$ cat src/rtl/spi_fifo_pkg.sv
// Shared constants and helpers for the SPI FIFO pair.
// Assumes the packet queues hold at most 64 entries, so the occupancy fields fit in 7 bits.
package spi_fifo_pkg;

    localparam int STAT_CNT_W = 7;

    // Bit positions in the status word. Software decodes these, so they are fixed.
    localparam int RX_CNT_LSB  = 23;
    localparam int TX_FREE_LSB = 16;
    localparam int RX_FLUSH_B  = 15;
    localparam int TX_FLUSH_B  = 14;
    localparam int ERR_SUM_B   = 8;

    // Bit positions of the trigger codes in the trigger register.
    localparam int RX_TRIG_LSB = 19;
    localparam int TX_TRIG_LSB = 15;

    // Map a 2-bit trigger code to a trigger level in packets.
    function automatic logic [STAT_CNT_W-1:0] trig_level(input logic [1:0] code);
        case (code)
            2'd0:    trig_level = 7'd1;
            2'd1:    trig_level = 7'd4;
            2'd2:    trig_level = 7'd8;
            default: trig_level = 7'd16;
        endcase
    endfunction

endpackage

$ cat src/rtl/pkt_queue.sv
// Circular packet queue with first-word fall-through read and a synchronous flush.
// A push while full and a pop while empty are refused and reported as one-cycle
// events. While flush is high, all operations are ignored and the queue is emptied
// at the edge.
// Assumes DEPTH >= 2.
module pkt_queue #(
    parameter int DW    = 8,
    parameter int DEPTH = 64,
    localparam int AW   = $clog2(DEPTH),
    localparam int CW   = AW + 1
) (
    input  logic          clk,
    input  logic          rst_n,
    input  logic          flush,
    input  logic          push,
    input  logic [DW-1:0] push_data,
    input  logic          pop,
    output logic [DW-1:0] head_data,
    output logic [CW-1:0] fill,
    output logic          full,
    output logic          empty,
    output logic          ovf_evt,
    output logic          unr_evt
);

    logic [DW-1:0] store [DEPTH];
    logic [AW-1:0] wr_ptr, rd_ptr;
    logic          do_push, do_pop;

    assign full    = (fill == CW'(DEPTH));
    assign empty   = (fill == '0);
    assign do_push = push && !full && !flush;
    assign do_pop  = pop && !empty && !flush;
    assign ovf_evt = push && full && !flush;
    assign unr_evt = pop && empty && !flush;

    // Head packet, forced to zero when the queue is empty.
    assign head_data = empty ? '0 : store[rd_ptr];

    // Write an accepted packet into storage.
    always_ff @(posedge clk) begin
        if (do_push) store[wr_ptr] <= push_data;
    end

    // Advance the pointers and the fill count; flush resets all three.
    always_ff @(posedge clk) begin
        if (!rst_n || flush) begin
            wr_ptr <= '0;
            rd_ptr <= '0;
            fill   <= '0;
        end else begin
            if (do_push) wr_ptr <= (wr_ptr == AW'(DEPTH-1)) ? '0 : wr_ptr + 1'b1;
            if (do_pop)  rd_ptr <= (rd_ptr == AW'(DEPTH-1)) ? '0 : rd_ptr + 1'b1;
            case ({do_push, do_pop})
                2'b10:   fill <= fill + 1'b1;
                2'b01:   fill <= fill - 1'b1;
                default: fill <= fill;
            endcase
        end
    end

endmodule

$ cat src/rtl/sticky_flags.sv
// Bank of sticky error flags. A flag is cleared by its clear bit and set by its
// event. When both happen in the same cycle, the set wins.
module sticky_flags #(
    parameter int N = 4
) (
    input  logic         clk,
    input  logic         rst_n,
    input  logic [N-1:0] set_evt,
    input  logic [N-1:0] clr,
    output logic [N-1:0] flags
);

    // Hold each flag until it is cleared; a new event overrides a clear.
    always_ff @(posedge clk) begin
        if (!rst_n) flags <= '0;
        else        flags <= (flags & ~clr) | set_evt;
    end

endmodule

$ cat src/rtl/dma_trigger.sv
// Raise a DMA request while a level reaches the packet count set by a trigger code.
// Purely combinational.
module dma_trigger
    import spi_fifo_pkg::*;
(
    input  logic [STAT_CNT_W-1:0] level,
    input  logic [1:0]            code,
    output logic                  req
);

    // Compare the level against the decoded trigger level.
    always_comb req = (level >= trig_level(code));

endmodule

$ cat src/rtl/spi_fifo_pair.sv
// Transmit and receive packet queues for an SPI controller, with a 32-bit status
// word, self-clearing flush requests, sticky error flags and DMA trigger requests.
// Address 0 selects the status word and address 1 selects the trigger register.
// Assumes DEPTH <= 64, so the occupancy fields fit in 7 bits.
module spi_fifo_pair
    import spi_fifo_pkg::*;
#(
    parameter int DW    = 8,
    parameter int DEPTH = 64
) (
    input  logic          clk,
    input  logic          rst_n,
    input  logic          reg_wr_en,
    input  logic          reg_addr,
    input  logic [31:0]   reg_wdata,
    output logic [31:0]   reg_rdata,
    input  logic          bus_tx_push,
    input  logic [DW-1:0] bus_tx_data,
    input  logic          bus_rx_pop,
    output logic [DW-1:0] bus_rx_data,
    input  logic          eng_tx_pop,
    output logic [DW-1:0] eng_tx_data,
    input  logic          eng_rx_push,
    input  logic [DW-1:0] eng_rx_data,
    output logic          dma_tx_req,
    output logic          dma_rx_req
);

    localparam int CW = $clog2(DEPTH) + 1;

    logic          stat_wr, ctl_wr;
    logic          rx_flush_pend, tx_flush_pend;
    logic [CW-1:0] tx_fill, rx_fill;
    logic          tx_full, tx_empty, rx_full, rx_empty;
    logic          tx_ovf, tx_unr, rx_ovf, rx_unr;
    logic [3:0]    err_flags;
    logic [1:0]    rx_trig_code, tx_trig_code;
    logic [STAT_CNT_W-1:0] rx_cnt_f, tx_free_f;
    logic [31:0]   status_word, ctl_word;

    assign stat_wr = reg_wr_en && !reg_addr;
    assign ctl_wr  = reg_wr_en && reg_addr;

    pkt_queue #(.DW(DW), .DEPTH(DEPTH)) u_txq (
        .clk(clk), .rst_n(rst_n), .flush(tx_flush_pend),
        .push(bus_tx_push), .push_data(bus_tx_data),
        .pop(eng_tx_pop), .head_data(eng_tx_data),
        .fill(tx_fill), .full(tx_full), .empty(tx_empty),
        .ovf_evt(tx_ovf), .unr_evt(tx_unr)
    );

    pkt_queue #(.DW(DW), .DEPTH(DEPTH)) u_rxq (
        .clk(clk), .rst_n(rst_n), .flush(rx_flush_pend),
        .push(eng_rx_push), .push_data(eng_rx_data),
        .pop(bus_rx_pop), .head_data(bus_rx_data),
        .fill(rx_fill), .full(rx_full), .empty(rx_empty),
        .ovf_evt(rx_ovf), .unr_evt(rx_unr)
    );

    // Flag order {tx_ovf, tx_unr, rx_ovf, rx_unr} lines up with status bits 7..4.
    sticky_flags #(.N(4)) u_err (
        .clk(clk), .rst_n(rst_n),
        .set_evt({tx_ovf, tx_unr, rx_ovf, rx_unr}),
        .clr(stat_wr ? reg_wdata[7:4] : 4'b0),
        .flags(err_flags)
    );

    // Hold a flush request for one cycle, then drop it as the queue empties.
    always_ff @(posedge clk) begin
        if (!rst_n) begin
            rx_flush_pend <= 1'b0;
            tx_flush_pend <= 1'b0;
        end else begin
            rx_flush_pend <= !rx_flush_pend && stat_wr && reg_wdata[RX_FLUSH_B];
            tx_flush_pend <= !tx_flush_pend && stat_wr && reg_wdata[TX_FLUSH_B];
        end
    end

    // Trigger register: one 2-bit code per direction.
    always_ff @(posedge clk) begin
        if (!rst_n) begin
            rx_trig_code <= 2'd0;
            tx_trig_code <= 2'd0;
        end else if (ctl_wr) begin
            rx_trig_code <= reg_wdata[RX_TRIG_LSB +: 2];
            tx_trig_code <= reg_wdata[TX_TRIG_LSB +: 2];
        end
    end

    assign rx_cnt_f  = STAT_CNT_W'(rx_fill);
    assign tx_free_f = STAT_CNT_W'(CW'(DEPTH) - tx_fill);

    dma_trigger u_tx_trig (.level(tx_free_f), .code(tx_trig_code), .req(dma_tx_req));
    dma_trigger u_rx_trig (.level(rx_cnt_f),  .code(rx_trig_code), .req(dma_rx_req));

    // Assemble the status word and the trigger register image.
    always_comb begin
        status_word = '0;
        status_word[RX_CNT_LSB  +: STAT_CNT_W] = rx_cnt_f;
        status_word[TX_FREE_LSB +: STAT_CNT_W] = tx_free_f;
        status_word[RX_FLUSH_B] = rx_flush_pend;
        status_word[TX_FLUSH_B] = tx_flush_pend;
        status_word[ERR_SUM_B]  = |err_flags;
        status_word[7:4]        = err_flags;
        status_word[3:0]        = {tx_full, tx_empty, rx_full, rx_empty};
        ctl_word = '0;
        ctl_word[RX_TRIG_LSB +: 2] = rx_trig_code;
        ctl_word[TX_TRIG_LSB +: 2] = tx_trig_code;
    end

    // Read mux on the register address.
    assign reg_rdata = reg_addr ? ctl_word : status_word;

endmodule

$ cat config.mk
export PLATFORM = sky130hd
export DESIGN_NAME = spi_fifo_pair
export DESIGN_NICKNAME = d
export VERILOG_FILES = /design/src/rtl/spi_fifo_pkg.sv /design/src/rtl/pkt_queue.sv /design/src/rtl/sticky_flags.sv /design/src/rtl/dma_trigger.sv /design/src/rtl/spi_fifo_pair.sv
export SDC_FILE = /design/constraint.sdc
export NUM_CORES = 1
export LEC_CHECK = 0
export BUFFER_PORTS_ARGS = -buffer_cell sky130_fd_sc_hd__clkbuf_2
export CORE_UTILIZATION = 55
export CTS_CLUSTER_SIZE = 28
export DETAILED_ROUTE_END_ITERATION = 6
export GPL_ROUTABILITY_DRIVEN = 0
export PLACE_DENSITY = 0.74
export SLEW_MARGIN = 40
export SYNTH_ARGS = -nofsm -noshare
export SYNTH_HDL_FRONTEND = slang
export SYNTH_SLANG_ARGS = --single-unit
$ cat constraint.sdc
create_clock -name clk -period 3.1 [get_ports clk]
set_input_delay 0.62 -clock clk [delete_from_list [all_inputs] [get_ports clk]]
set_output_delay 0.62 -clock clk [all_outputs]
set_load 0.005 [all_outputs]
After elaboration in Yosys (flattened, before gate mapping)
Memories as Yosys holds them, arrays and structs flattened. A register that Yosys moved wholly into a read port is not among the register bits.
Index checks and enable logic that the tools add are counted.
W data, S select, Z words.
{"block": "word_totals", "register_bits": 48, "ram_bits": 1024, "in_bits": 56, "output_inout_bits": 50, "word_cells": 100, "memories": 2}
{"memory": "u_rxq.store", "depth": 64, "width": 8, "read_ports": 1, "rd_clocked_by_memory_dff": 1, "write_ports": 1, "line_no": "pkt_queue.sv:26", "rtl": "logic [DW-1:0] store [DEPTH];"}
{"memory": "u_txq.store", "depth": 64, "width": 8, "read_ports": 1, "rd_clocked_by_memory_dff": 1, "write_ports": 1, "line_no": "pkt_queue.sv:26"}
{"block": "classes", "add_sub_neg": 9, "magnitude_cmp": 2, "n_eq_ne": 14, "muxes": 20, "n_bitwise": 3, "n_reduce_logical": 39}
{"operator": "$mux W6", "n": 8}
{"operator": "$mux W30", "n": 1}
{"operator": "$pmux W5 S3", "n": 2}
{"operator": "$pmux W7 S2", "n": 2}
{"operator": "$add A6 B1 Y6 const B", "n": 4}
{"operator": "$eq A6 B6 Y1 const B", "n": 4}
{"operator": "$logic_and A1 B1 Y1", "n": 22}
{"operator": "$mux W8", "n": 2}
{"operator": "$add A7 B1 Y7 const B", "n": 2}
{"operator": "$eq A7 B7 Y1 const B", "n": 2}
{"operator": "$ge A7 B5 Y1", "n": 2}
{"operator": "$logic_not A7 Y1", "n": 2}
{"operator": "$sub A7 B1 Y7 const B", "n": 2}
{"operator": "$eq A2 B1 Y1 const B", "n": 4}
{"operator": "$eq A2 B2 Y1 const B", "n": 4}
{"operator": "$logic_not A1 Y1", "n": 8}
{"operator": "$sub A7 B7 Y7 const A", "n": 1}
{"operator": "$and A4 B4 Y4", "n": 1}
{"operator": "$logic_not A2 Y1", "n": 2}
{"operator": "$mux W1", "n": 4}
{"operator": "$mux W4", "n": 1}
{"operator": "$not A4 Y4", "n": 1}
{"operator": "$or A4 B4 Y4", "n": 1}
{"operator": "$reduce_bool A2 Y1", "n": 2}
{"operator": "2 further kinds", "n": 3}

Logic depth before layout (Yosys ltp)
{"block": "logic_depth", "ltp_word": 6, "mapped_depth": 18, "ltp_nobuf": 14}

Cells and area by module
A second synthesis with hierarchy kept.
{"block": "hier_totals", "hier_cells": 2282, "area_unflattened_um2": 43585.6}
{"module": "pkt_queue at u_rxq", "instances": 1, "cells_per_inst": 1090, "area_each_um2": 21309.2, "seq_area_each_um2": 15875.2}
{"module": "pkt_queue at u_txq", "instances": 1, "cells_per_inst": 1073, "area_each_um2": 21276.7, "seq_area_each_um2": 15875.2}
{"module": "spi_fifo_pair", "instances": 1, "cells_per_inst": 81, "area_each_um2": 614.3, "seq_area_each_um2": 120.1}
{"module": "dma_trigger", "instances": 2, "cells_per_inst": 13, "area_each_um2": 110.1, "seq_area_each_um2": 0.0}
{"module": "sticky_flags", "instances": 1, "cells_per_inst": 12, "area_each_um2": 165.2, "seq_area_each_um2": 80.1}

Worst setup path after synthesis
No wires, ideal clock.
{"block": "synth_timing", "path_kind": "flip-flop to flip-flop", "from": "register u_txq.fill[1]", "to": "register u_txq.fill[6]", "setup_ps": 132, "t_arrival_ps": 3155, "required_time_ps": 2968, "setup_slack_ps": -187, "stages_incl_launch_ff": 18, "n_path_buf": 4, "period_less_slack_ps": 3287, "path_cell_list": "dfxtp_1 clkbuf_1 inv_1 ha_1 nor2b_1 a21bo_2 inv_1 buf_2 ha_1 clkbuf_1 clkbuf_1 xor2_1 ha_1 inv_1 a21oi_1 a211oi_1 o311ai_1 o41ai_1"}
{"block": "synth_via", "elab_chain_cells": 6, "word_cells_on_any_way": 14, "classes_between": "add/sub: 2; eq/ne: 3; mux: 1; reduce/logical: 8"}
{"element": "start, declared", "line_no": "pkt_queue.sv:19", "rtl": "output logic [CW-1:0] fill,"}
{"element": "start signal, assigned", "line_no": "pkt_queue.sv:55", "rtl": "2'b10: fill <= fill + 1'b1;"}
{"element": "start signal, assigned", "line_no": "pkt_queue.sv:56", "rtl": "2'b01: fill <= fill - 1'b1;"}
{"element": "start signal, assigned", "line_no": "pkt_queue.sv:57", "rtl": "default: fill <= fill;"}
{"element": "$logic_not A7 Y1 (*)", "line_no": "pkt_queue.sv:31", "rtl": "assign empty = (fill == '0);"}
{"element": "$logic_not A1 Y1 (*)", "line_no": "pkt_queue.sv:33", "rtl": "assign do_pop = pop && !empty && !flush;"}
{"element": "$logic_and A1 B1 Y1 (*) (2 in series)", "line_no": "pkt_queue.sv:33"}
{"element": "named net u_txq.do_pop", "line_no": "pkt_queue.sv:28", "rtl": "logic do_push, do_pop;"}
{"element": "$eq A2 B1 Y1 / $eq A2 B2 Y1 (equally long branches)", "line_no": "pkt_queue.sv:54", "rtl": "case ({do_push, do_pop})"}
{"element": "$pmux W7 S2 / $reduce_bool A2 Y1 (equally long branches)"}
Mark *: on every way through the listed nets, which the timed path passes. The rest lies on a longest branch.
A chain may end at the register's enable or synchronous reset.

==> results.py <==
metrics = {
    "status": {
        "outcome": "finished, violations left",
        "failed_checks": "negative setup slack",
    },
    "floorplanning": {
        "design.die.area_um2": 79670,
        "rows": 102,
        "placeableCoreArea_um2": 77590,
        "effective_utilization_at_floorplan_pct": 55.67,
        "die_x_um": 282.3,
        "dieHeight_um": 282.3,
        "pin_count": 106,
    },
    "critical_path": {
        "capturing_element_type_of_the_critical_path": "output pin",
        "critPathLaunchType": "register",
        "timing.critical_path.fanout_max": 8,
        "critical_path.cell_chain": "buf_12 > buf_12 > buf_16 > buf_4 > mux4_2 > mux4_2 > mux2i_4 > o21ai_2 > clkbuf_2",
        "reg2reg_setup_slack_ns": 0.18,
        "crit_slowest_cell": "mux4_2",
        "crit_type": "reg -> out",
        "timing.critical_path.required_ns": 2.48,
        "critical-path-max-stage-delay_ns": 0.56,
        "crit_arrival_ns": 3.08,
    },
    "timing": {
        "slew_violations": 0,
        "fin_crit_ns": 3.703,
        "final.period_utilization_pct": 119.5,
        "hold_viol_final": 0,
        "fin_ws_ns": -0.6031,
        "worst_slew_margin_rel_pct": 47.21,
        "tns_ns": -8.626,
        "worst_hold_slack_ns": 0.1887,
        "skew_ns": 0.03569,
        "timing.final.setup_violations": 16,
        "rsz_0062_raised_after_global_routing": "true",
        "max_slew.worst_pin.slew_ns": 0.7918,
        "achievable-frequency_mhz": 270.0,
    },
    "grt": {
        "first_pass_grt_wire_length_um": 146300,
        "grt_max_degree": 65,
        "number_of_global_route_vias_before_repair": 22903,
        "grt_util_all_layers_pct": 25.22,
        "grt_antenna_before_repair": 0,
        "grt_overflow_total": 0,
    },
    "route": {
        "antenna_left": 0,
        "drc_marker_count_from_the_first_detailed_route_iteration": 2574,
        "drt_wl_total_um": 101500,
        "detail_route.drc_violations": 0,
        "avgViaCountPerCell": 6.298,
        "routedWlPerCell_um": 27.99,
        "drt_first_pass_iters": 5,
        "detailroute.via_count": 22831,
    },
    "synthesis": {
        "synth_cell_types": 65,
        "yosysSeqAreaShare_pct": 73.96,
        "syn-mean-instance-area_um2": 20.36,
        "synth_edf_count": 1024,
        "summed_instance_area_of_the_synthesized_netlist_um2": 43200,
        "ffs_w_async_s_r_synth_pct": 0,
        "yosysWarnings": 0,
        "synth.ff_latch_count": 1084,
        "synth_cells": 2122,
        "synth_top_flop_cell": "edfxtp_1",
    },
    "final_layout": {
        "post_route_cells_drive_above_1_share_pct": 35.82,
        "multiInputGateArea_um2": 10890,
        "mostFrequentLayoutCells": "edfxtp_1 (1024), mux4_2 (316), buf_4 (250)",
        "layoutNonFillerInstCount": 3625,
        "area.growth.synth_to_final_pct": 18.18,
        "antenna-diode-count": 0,
        "utilization_pct": 65.79,
        "postLayoutCellArea_um2": 51050,
        "layout.cells.most_common": "edfxtp_1",
        "sequential_cell_area_um2": 31970,
        "num-nets-final": 2568,
        "n_fill_cell": 4908,
    },
    "clock_tree": {
        "hold_buffers": 0,
        "clock_path_buffers": 3,
        "clock_insertion_delay_worst_skew_ns": 0.66,
        "cts-buffers-inserted": 104,
        "clk_pin_slew_worst_paths_ns": 0.06,
        "clock_tree_from_tritoncts": "done",
        "cts_htree_levels": 3,
        "ctsRootBufferMaster": "clkbuf_16",
        "cts.sink_count": 1084,
    },
    "power_and_ir_drop": {
        "cellLeakagePower_nw": 16.42,
        "worst_ir_drop_vdd_v": 0.0005812,
        "power_per_unit_of_standard_cell_area_nw_per_um2": 761.8,
    },
    "placed_design": {
        "dp.final_hpwl_um": 58970,
        "placed_cells": 3358,
        "placement.cell_area_um2": 46370,
        "io_buffer_count": 75,
    },
    "min_path": {
        "timing.hold.worst.class": "in -> reg",
    },
    "run": {
        "timing.max_cap.violations": 0,
    },
}
==> worst max-delay path: cells and delay by family (launching register included) <==
kind                   cells  cell delay (ns)
muxes                      3             1.26
buffers and inverters      5             0.70
DFF                        1             0.36
AOI/OAI and AO/OA          1             0.09
==> path summary, 6_finish.rpt <==
path,startpoint,to,cells after the start
hold / removal,bus_tx_data[6],u_txq.store[12][6],1
setup reg to reg,u_rxq.fill[2],u_rxq.fill[6],10
setup / recovery,register,eng_tx_data[0],9
hold reg to reg,tx_trig_code[1],tx_trig_code[1],2
==> kinds of logic (layout without fill, tap and decap cells) <==
| kind of cell | count (synthesis) | after routing | synth area share [%] |
|---|---|---|---|
| AO/OA/AOI/OAI | 120 | 120 | 1.857 |
| XOR/XNOR | 28 | 28 | 0.5677 |
| adder cells (fa/ha/maj) | 17 | 17 | 0.4924 |
| buffers and inverters | 135 | 592 | 1.558 |
| flip-flops | 1084 | 1084 | 73.96 |
| multiplexers | 357 | 357 | 17.44 |
| other | 1 | 7 | 0.008681 |
| AND/OR/NAND/NOR | 380 | 380 | 4.116 |
==> sequential cells by signal, summed over array words and instances (netlist names), named ones only <==
register and flops:
tx_flush_pend 1, rx_trig_code 2, u_rxq.fill 7, u_rxq.wr_ptr 6, u_txq.store 512, u_txq.rd_ptr 6
u_txq.fill 7, u_rxq.store 512, u_err.flags 4, tx_trig_code 2, u_txq.wr_ptr 6, u_rxq.rd_ptr 6
rx_flush_pend 1
==> repair_timing <==
action	4_1_cts	5_1_grt
gates cloned	8	8
gates resized for setup	56	40
pin swaps	1	6
setup buffers	23	33
endpoints found under the setup margin	17	22
==> layer usage <==
metal,GRT usage (%),wire [um],vias to the layer above
met2,40.72,50830,1272
met3,4.303,8970,177
met4,7.554,2395,0
met1,35.70,39250,11908
li1,-,-,9474
met5,0,0,-
==> metrics by stage <==
stage | setup WS, ns | total power, mW
6_report | -0.6031 | 38.89
3_3_place_gp | 0.05658 | 24.61
5_1_grt | -0.6635 | 40.09
3_5_place_dp | 0.03593 | 24.76
2_1_floorplan | 0.01590 | 21.98
4_1_cts | -0.5630 | 38.11
==> synthesized netlist by cell type (6+ instances only) <==
cell      number  area, um2
o21ai_0       24      120.1
inv_1         14      52.55
o21ai_1       10      50.05
o22ai_1        7      43.79
xor2_1        18      157.7
buf_4         19      142.6
ha_1          17      212.7
nand2_1       48      180.2
or3_1          8      50.05
nand3b_1       6      45.04
buf_6          9      101.4
nor2b_1       32      200.2
nand4_1        9      56.30
dfxtp_1       60       1201
nand3_1       29      145.1
nor2_1       196      735.7
nand2b_1      14      87.58
clkbuf_1      51      191.4
edfxtp_1    1024      30750
mux4_2       316       7117
buf_1         19      71.32
a21oi_1       21      105.1
a21boi_0       7      52.55
mux2i_1       37      370.4
xnor2_1       10      87.58
nor3_1         8      40.04
buf_2         22      110.1
a22oi_1        8      60.06
==> where the power goes <==
group | internal [mW] | switching (mW) | total, mW
clock network | 7.10 | 5.44 | 12.5
logic | 5.17 | 4.73 | 9.91
registers | 16.2 | 0.227 | 16.4
==> area by class of cell <==
type,count,share of cell area (%)
tap,1040,2.549
clock buffer,132,5.404
inverter,15,0.1103
multi-input combinational,909,21.34
clock inverter,64,1.257
timing repair buffer,381,6.711
sequential,1084,62.63
Power figures use the tool's default switching activity.
